`src/rtl/qtg_pkg.sv`:
```
package qtg_pkg;
  localparam int unsigned QTG_LINES_DEF = 4;
  localparam int unsigned QTG_SYNC_DEF  = 2;
endpackage

```
`src/rtl/qtg_sync.sv`:
```
module qtg_sync #(
  parameter int unsigned W     = 1,
  parameter int unsigned DEPTH = qtg_pkg::QTG_SYNC_DEF
) (
  input  logic         clk,
  input  logic         rst_n,
  input  logic [W-1:0] d_i,
  output logic [W-1:0] q_o
);
  logic [DEPTH-1:0][W-1:0] stage_q;
  logic [DEPTH-1:0][W-1:0] stage_d;

  always_comb begin
    stage_d[0] = d_i;
    for (int i = 1; i < DEPTH; i++) stage_d[i] = stage_q[i-1];
  end

  always_ff @(posedge clk or negedge rst_n) begin
    if (!rst_n) stage_q <= '0;
    else        stage_q <= stage_d;
  end

  assign q_o = stage_q[DEPTH-1];
endmodule

```
`src/rtl/qtg_trip.sv`:
```
module qtg_trip #(
  parameter int unsigned N = qtg_pkg::QTG_LINES_DEF
) (
  input  logic         clk,
  input  logic         rst_n,
  input  logic [N-1:0] en_q_i,
  input  logic [N-1:0] ovl_s_i,
  input  logic         hot_lo_s_i,
  input  logic         hot_hi_s_i,
  output logic [N-1:0] trip_ok_o
);
  logic [N-1:0] trip_q;
  logic [N-1:0] trip_d;

  // Priority per line: high trip, low trip on overload, restore after disable, hold.
  always_comb begin
    for (int n = 0; n < N; n++) begin
      if (hot_hi_s_i)                    trip_d[n] = 1'b0;
      else if (hot_lo_s_i && ovl_s_i[n]) trip_d[n] = 1'b0;
      else if (!en_q_i[n])               trip_d[n] = 1'b1;
      else                               trip_d[n] = trip_q[n];
    end
  end

  always_ff @(posedge clk or negedge rst_n) begin
    if (!rst_n) trip_q <= '1;
    else        trip_q <= trip_d;
  end

  assign trip_ok_o = trip_q;

  assert_hi_trips_all_R4: assert property (@(posedge clk) disable iff (!rst_n)
    hot_hi_s_i |=> (trip_q == '0));

  for (genvar g = 0; g < N; g++) begin : g_chk
    assert_lo_trips_ovl_R3: assert property (@(posedge clk) disable iff (!rst_n)
      (hot_lo_s_i && ovl_s_i[g]) |=> !trip_q[g]);
    assert_restore_rule_R6: assert property (@(posedge clk) disable iff (!rst_n)
      $rose(trip_q[g]) |-> (!$past(en_q_i[g]) && !$past(hot_hi_s_i)));
    assert_latched_R5: assert property (@(posedge clk) disable iff (!rst_n)
      (!trip_q[g] && en_q_i[g]) |=> !trip_q[g]);
  end
endmodule

```
`src/rtl/quad_thermal_guard.sv`:
```
module quad_thermal_guard #(
  parameter int unsigned N_LINES    = qtg_pkg::QTG_LINES_DEF,
  parameter int unsigned SYNC_DEPTH = qtg_pkg::QTG_SYNC_DEF
) (
  input  logic               clk,
  input  logic               rst_n,
  input  logic               en_wr_i,
  input  logic [N_LINES-1:0] en_wdata_i,
  input  logic               irq_en_wr_i,
  input  logic               irq_en_wdata_i,
  input  logic [N_LINES-1:0] ovl_raw_i,
  input  logic               hot_lo_raw_i,
  input  logic               hot_hi_raw_i,
  output logic [N_LINES-1:0] sw_on_o,
  output logic [N_LINES-1:0] en_o,
  output logic [N_LINES-1:0] trip_ok_o,
  output logic               temp_hi_o,
  output logic               irq_n_o
);
  localparam int unsigned DET_W = N_LINES + 2;

  // Reset: asserted asynchronously, released on a clock edge.
  logic [1:0] rst_sync_q;
  logic       rst_int_n;
  always_ff @(posedge clk or negedge rst_n) begin
    if (!rst_n) rst_sync_q <= 2'b00;
    else        rst_sync_q <= {rst_sync_q[0], 1'b1};
  end
  assign rst_int_n = rst_sync_q[1];

  // Detector synchronizers.
  logic [DET_W-1:0]   det_s;
  logic [N_LINES-1:0] ovl_s;
  logic               hot_lo_s;
  logic               hot_hi_s;

  qtg_sync #(.W(DET_W), .DEPTH(SYNC_DEPTH)) u_det_sync (
    .clk   (clk),
    .rst_n (rst_int_n),
    .d_i   ({hot_hi_raw_i, hot_lo_raw_i, ovl_raw_i}),
    .q_o   (det_s)
  );
  assign ovl_s    = det_s[N_LINES-1:0];
  assign hot_lo_s = det_s[N_LINES];
  assign hot_hi_s = det_s[N_LINES+1];

  // Host registers with explicit clock enables.
  logic [N_LINES-1:0] en_q, en_d;
  logic               irq_en_q, irq_en_d;

  always_comb begin
    en_d     = en_wr_i     ? en_wdata_i     : en_q;
    irq_en_d = irq_en_wr_i ? irq_en_wdata_i : irq_en_q;
  end

  always_ff @(posedge clk or negedge rst_int_n) begin
    if (!rst_int_n) begin
      en_q     <= '0;
      irq_en_q <= 1'b0;
    end else begin
      en_q     <= en_d;
      irq_en_q <= irq_en_d;
    end
  end

  // Latched trip register.
  logic [N_LINES-1:0] trip_q;
  qtg_trip #(.N(N_LINES)) u_trip (
    .clk        (clk),
    .rst_n      (rst_int_n),
    .en_q_i     (en_q),
    .ovl_s_i    (ovl_s),
    .hot_lo_s_i (hot_lo_s),
    .hot_hi_s_i (hot_hi_s),
    .trip_ok_o  (trip_q)
  );

  logic [N_LINES-1:0] sw_on;
  assign sw_on     = en_q & trip_q;
  assign sw_on_o   = sw_on;
  assign en_o      = en_q;
  assign trip_ok_o = trip_q;
  assign temp_hi_o = hot_hi_s;
  assign irq_n_o   = !(irq_en_q && |(ovl_s & sw_on));

  assert_hot_all_off_R4: assert property (@(posedge clk) disable iff (!rst_int_n)
    hot_hi_s |=> (sw_on_o == '0));
  assert_irq_needs_live_line_R8: assert property (@(posedge clk) disable iff (!rst_int_n)
    !irq_n_o |-> (|sw_on_o));
  assert_irq_masked_R9: assert property (@(posedge clk) disable iff (!rst_int_n)
    (irq_en_wr_i && !irq_en_wdata_i) |=> irq_n_o);
  assert_write_no_bypass_R10: assert property (@(posedge clk) disable iff (!rst_int_n)
    (en_wr_i && hot_hi_s) |=> (sw_on_o == '0));
endmodule

```
`config.mk`:
```
export PLATFORM = sky130hd
export DESIGN_NAME = quad_thermal_guard
export DESIGN_NICKNAME = d
export VERILOG_FILES = /design/src/rtl/qtg_pkg.sv /design/src/rtl/qtg_sync.sv /design/src/rtl/qtg_trip.sv /design/src/rtl/quad_thermal_guard.sv
export SDC_FILE = /design/constraint.sdc
export NUM_CORES = 1
export LEC_CHECK = 0
export CORE_MARGIN = 3
export CORE_UTILIZATION = 43
export CTS_BUF_LIST = sky130_fd_sc_hd__clkbuf_8
export CTS_CLUSTER_SIZE = 12
export DETAILED_ROUTE_END_ITERATION = 8
export PLACE_DENSITY = 0.88
export SETUP_SLACK_MARGIN = 0.4
export SLEW_MARGIN = 10
export SYNTH_ARGS = -nofsm -noshare
export SYNTH_HDL_FRONTEND = slang
export SYNTH_SLANG_ARGS = --single-unit
```
`constraint.sdc`:
```
create_clock -name clk -period 1.8 [get_ports clk]
set_input_delay 0.36 -clock clk [delete_from_list [all_inputs] [get_ports clk]]
set_output_delay 0.36 -clock clk [all_outputs]
set_load 0.01 [all_outputs]
```
==> summary.md <==
| Metric | Value |
|---|---|
| Post-Syn Nets | 63 |
| Total die area | 2280 um2 |
| P per Cell Area | 894 nW/um2 |
| Core area | 1580 um2 |
| Fin crit period | 1.65 ns |
| Largest net degree at the start of global routing | 22 |
| Final Hold Viols | 0 |
| Final nets | 107 |
| Number of global-route vias before repair | 533 |
| Crit path from | u_trip.trip_ok_o[2] |
| Synth cell types | 12 |
| Inst Count DP | 92 |
| Leak pwr | 0.543 nW |
| Total GRT Usage | 15.1% |
| First-pass GRT wire length | 2230 um |
| Initial drt markers | 1 |
| CTS Buf Count | 3 |
| Avg Cell Area, Syn | 15.6 um2 |
| Unrepaired setup endpoints after global routing | true |
| Row cnt | 14 |
| Critical Path RT | 1.44 ns |
| CP max stage cell | dfstp_2 |
| DRT Pass-1 Iters | 4 |
| Pins Over Slew Limit | 0 |
| Cts hold-fix bufs | 0 |
| Yosys warns | 0 |
| Drt drc | 0 |
| Clock Tree Buf Depth | 2 |
| Synth Cell Area | 748 um2 |
| Fin util | 75.9% |
| Starting Density | 47.5% |
| Max cap viols | 0 |
| Max rail drop VDD | 0.629 mV |
| H-Tree Depth | 1 |
| Initial antenna violation count | 0 |
| CTS tree | built |
| Fin Clk Skew | 0.00541 ns |
| Final setup fails | 0 |
| Sequential share of the synthesized area | 77.6% |
| Clk slew on worst S/H paths | 0.08 ns |
| PortBufs | 28 |
| Drt wl/cell | 15.6 um |
| Cell Chain, Critical Path | nand3_2 > a41o_1 > buf_2 |
| Grt total ovfl | 0 |
| Num Clock Sinks | 23 |
| Crit-path max FO | 2 |
| Slew at the pin closest to its max-slew limit | 0.799 ns |
| DR vias | 534 |
| Worst reg2reg path startpoint | u_trip.trip_ok_o[1] |
| Place WS | 0.121 ns |
| Post-Route WL | 1670 um |
| Setup TNS | 0 ns |
| Clk_lat worst skew | 0.26 ns |
| Critical Path Sink Type | output port |
| Final Cycle Share | 91.9% |
| Gpl congestion | 0.683 |
| Status | finished clean |
| Root buffer cell | clkbuf_8 |
| Yosys reg bits | 23 |
| Critical path class | register to output port |
| Via density | 4.99 |
| HP Class | input pin to async pin |
| Die Height | 47.7 um |
| Critical Path AT | 1.29 ns |
| Flop-to-flop setup slack | 0.61 ns |
| Maximum clock rate | 605 MHz |
| Number of top-level pins | 29 |
| Diode count | 0 |
| Post-route antenna net violation count | 0 |
| Max incr delay on CP | 0.56 ns |
| Share of cells above drive strength 1 | 40.7% |
| Setup ws final | 0.146 ns |
| Non-filler cells, final | 107 |
| Worst R2R Path Depth | 5 |
| Area grow syn2layout | 59.9% |
| Max_slew headroom | 46.8% |
| RR Endpoint | u_trip.trip_ok_o[1] |
| CP startpoint kind | register |
| Syn Inst Count | 48 |
| Die Width | 47.7 um |
## worst max path at each step
stage	to	slack, ns	cells past startpoint
floorplan	irq_n_o	0.54	2
global placement	irq_n_o	0.14	3
detailed placement	irq_n_o	0.12	3
CTS	irq_n_o	0.18	3
global route	irq_n_o	0.11	3
finish	irq_n_o	0.15	3
## where the power goes
group | switching (W) | internal [W]
sequential | 0.0000338 | 0.000557
clock | 0.000157 | 0.000154
combinational | 0.0000568 | 0.000111
## synth_stat cells
cell type  count  share of area, %
dfrtp_1       19                64
inv_1          5               2.5
a221oi_1       4               4.7
dfstp_2        4                14
mux2_2         4               6.0
nand3_1        4               2.7
and2_1         3               2.5
a41o_1         1               1.3
and2_2         1               1.0
conb_1         1              0.50
nand2_1        1              0.50
o21ai_0        1              0.67
## cell families after synthesis
logic type / Yosys count / synth area share [%]
DFF: 23 / 77.6
muxes: 4 / 6.02
and+or+nand+nor: 9 / 6.69
other: 1 / 0.501
buffers and inverters: 5 / 2.51
AOI/OAI and AO/OA: 6 / 6.69
## layout by cell type, fill, tap and decap left out
cell type / n
conb_1: 1
clkdlybuf4s50_1: 15
clkinv_2: 1
dfrtp_1: 19
o21ai_0: 1
nand2_1: 1
clkbuf_8: 3
a221oi_1: 4
nand3_1: 2
dlygate4sd2_1: 4
buf_4: 7
dfstp_2: 4
and2_1: 1
nand3_2: 2
inv_1: 5
and2_4: 3
clkbuf_2: 1
mux2_2: 4
buf_6: 10
a41o_1: 1
buf_2: 2
## through the flow
step	total power (W)	hold WS (ns)	cell area, um2
floorplan	0.000634	0.0644	748
global placement	0.000724	0.332	1050
detailed placement	0.000730	0.335	1050
CTS	0.00106	0.242	1150
global route	0.00112	0.229	1200
finish	0.00107	0.246	1200
## state kept, by name (all words and copies together), names as in the netlist
name and flops:
u_trip.trip_ok_o 4, irq_en_q 1, u_det_sync.q_o 6, en_o 4, u_det_sync.stage_d 6, rst_sync_q 2
## per-layer routing
layer  track usage (%)  routed length (um)
met3              4.51                  97
met1              15.9                 598
met2              26.6                 964
met5                 0                   0
met4              8.06                   9
## cell type report
type	instances	area, um2
sequential	23	581
fill	101	380
timing repair buffer	39	365
multi-input combinational	20	165
clock buffer	3	41.3
tap	16	20.0
inverter	5	18.8
clock inverter	1	5.00
## worst max-delay path: cells and delay by family (launching register included)
family	cells	cell delay, ns
AO/OA/AOI/OAI	1	0.25
AND/OR/NAND/NOR	1	0.09
flip-flops	1	0.56
buffers and inverters	1	0.14
## repair_timing
| action | 4_1_cts | 5_1_grt |
|---|---|---|
| resized for setup | 44 | 10 |
| setup endpoints to repair | 14 | 10 |
| pin swaps | 1 | 2 |
| buffers inserted | 9 | 2 |
No activity file was read; power rests on OpenSTA's default activity.
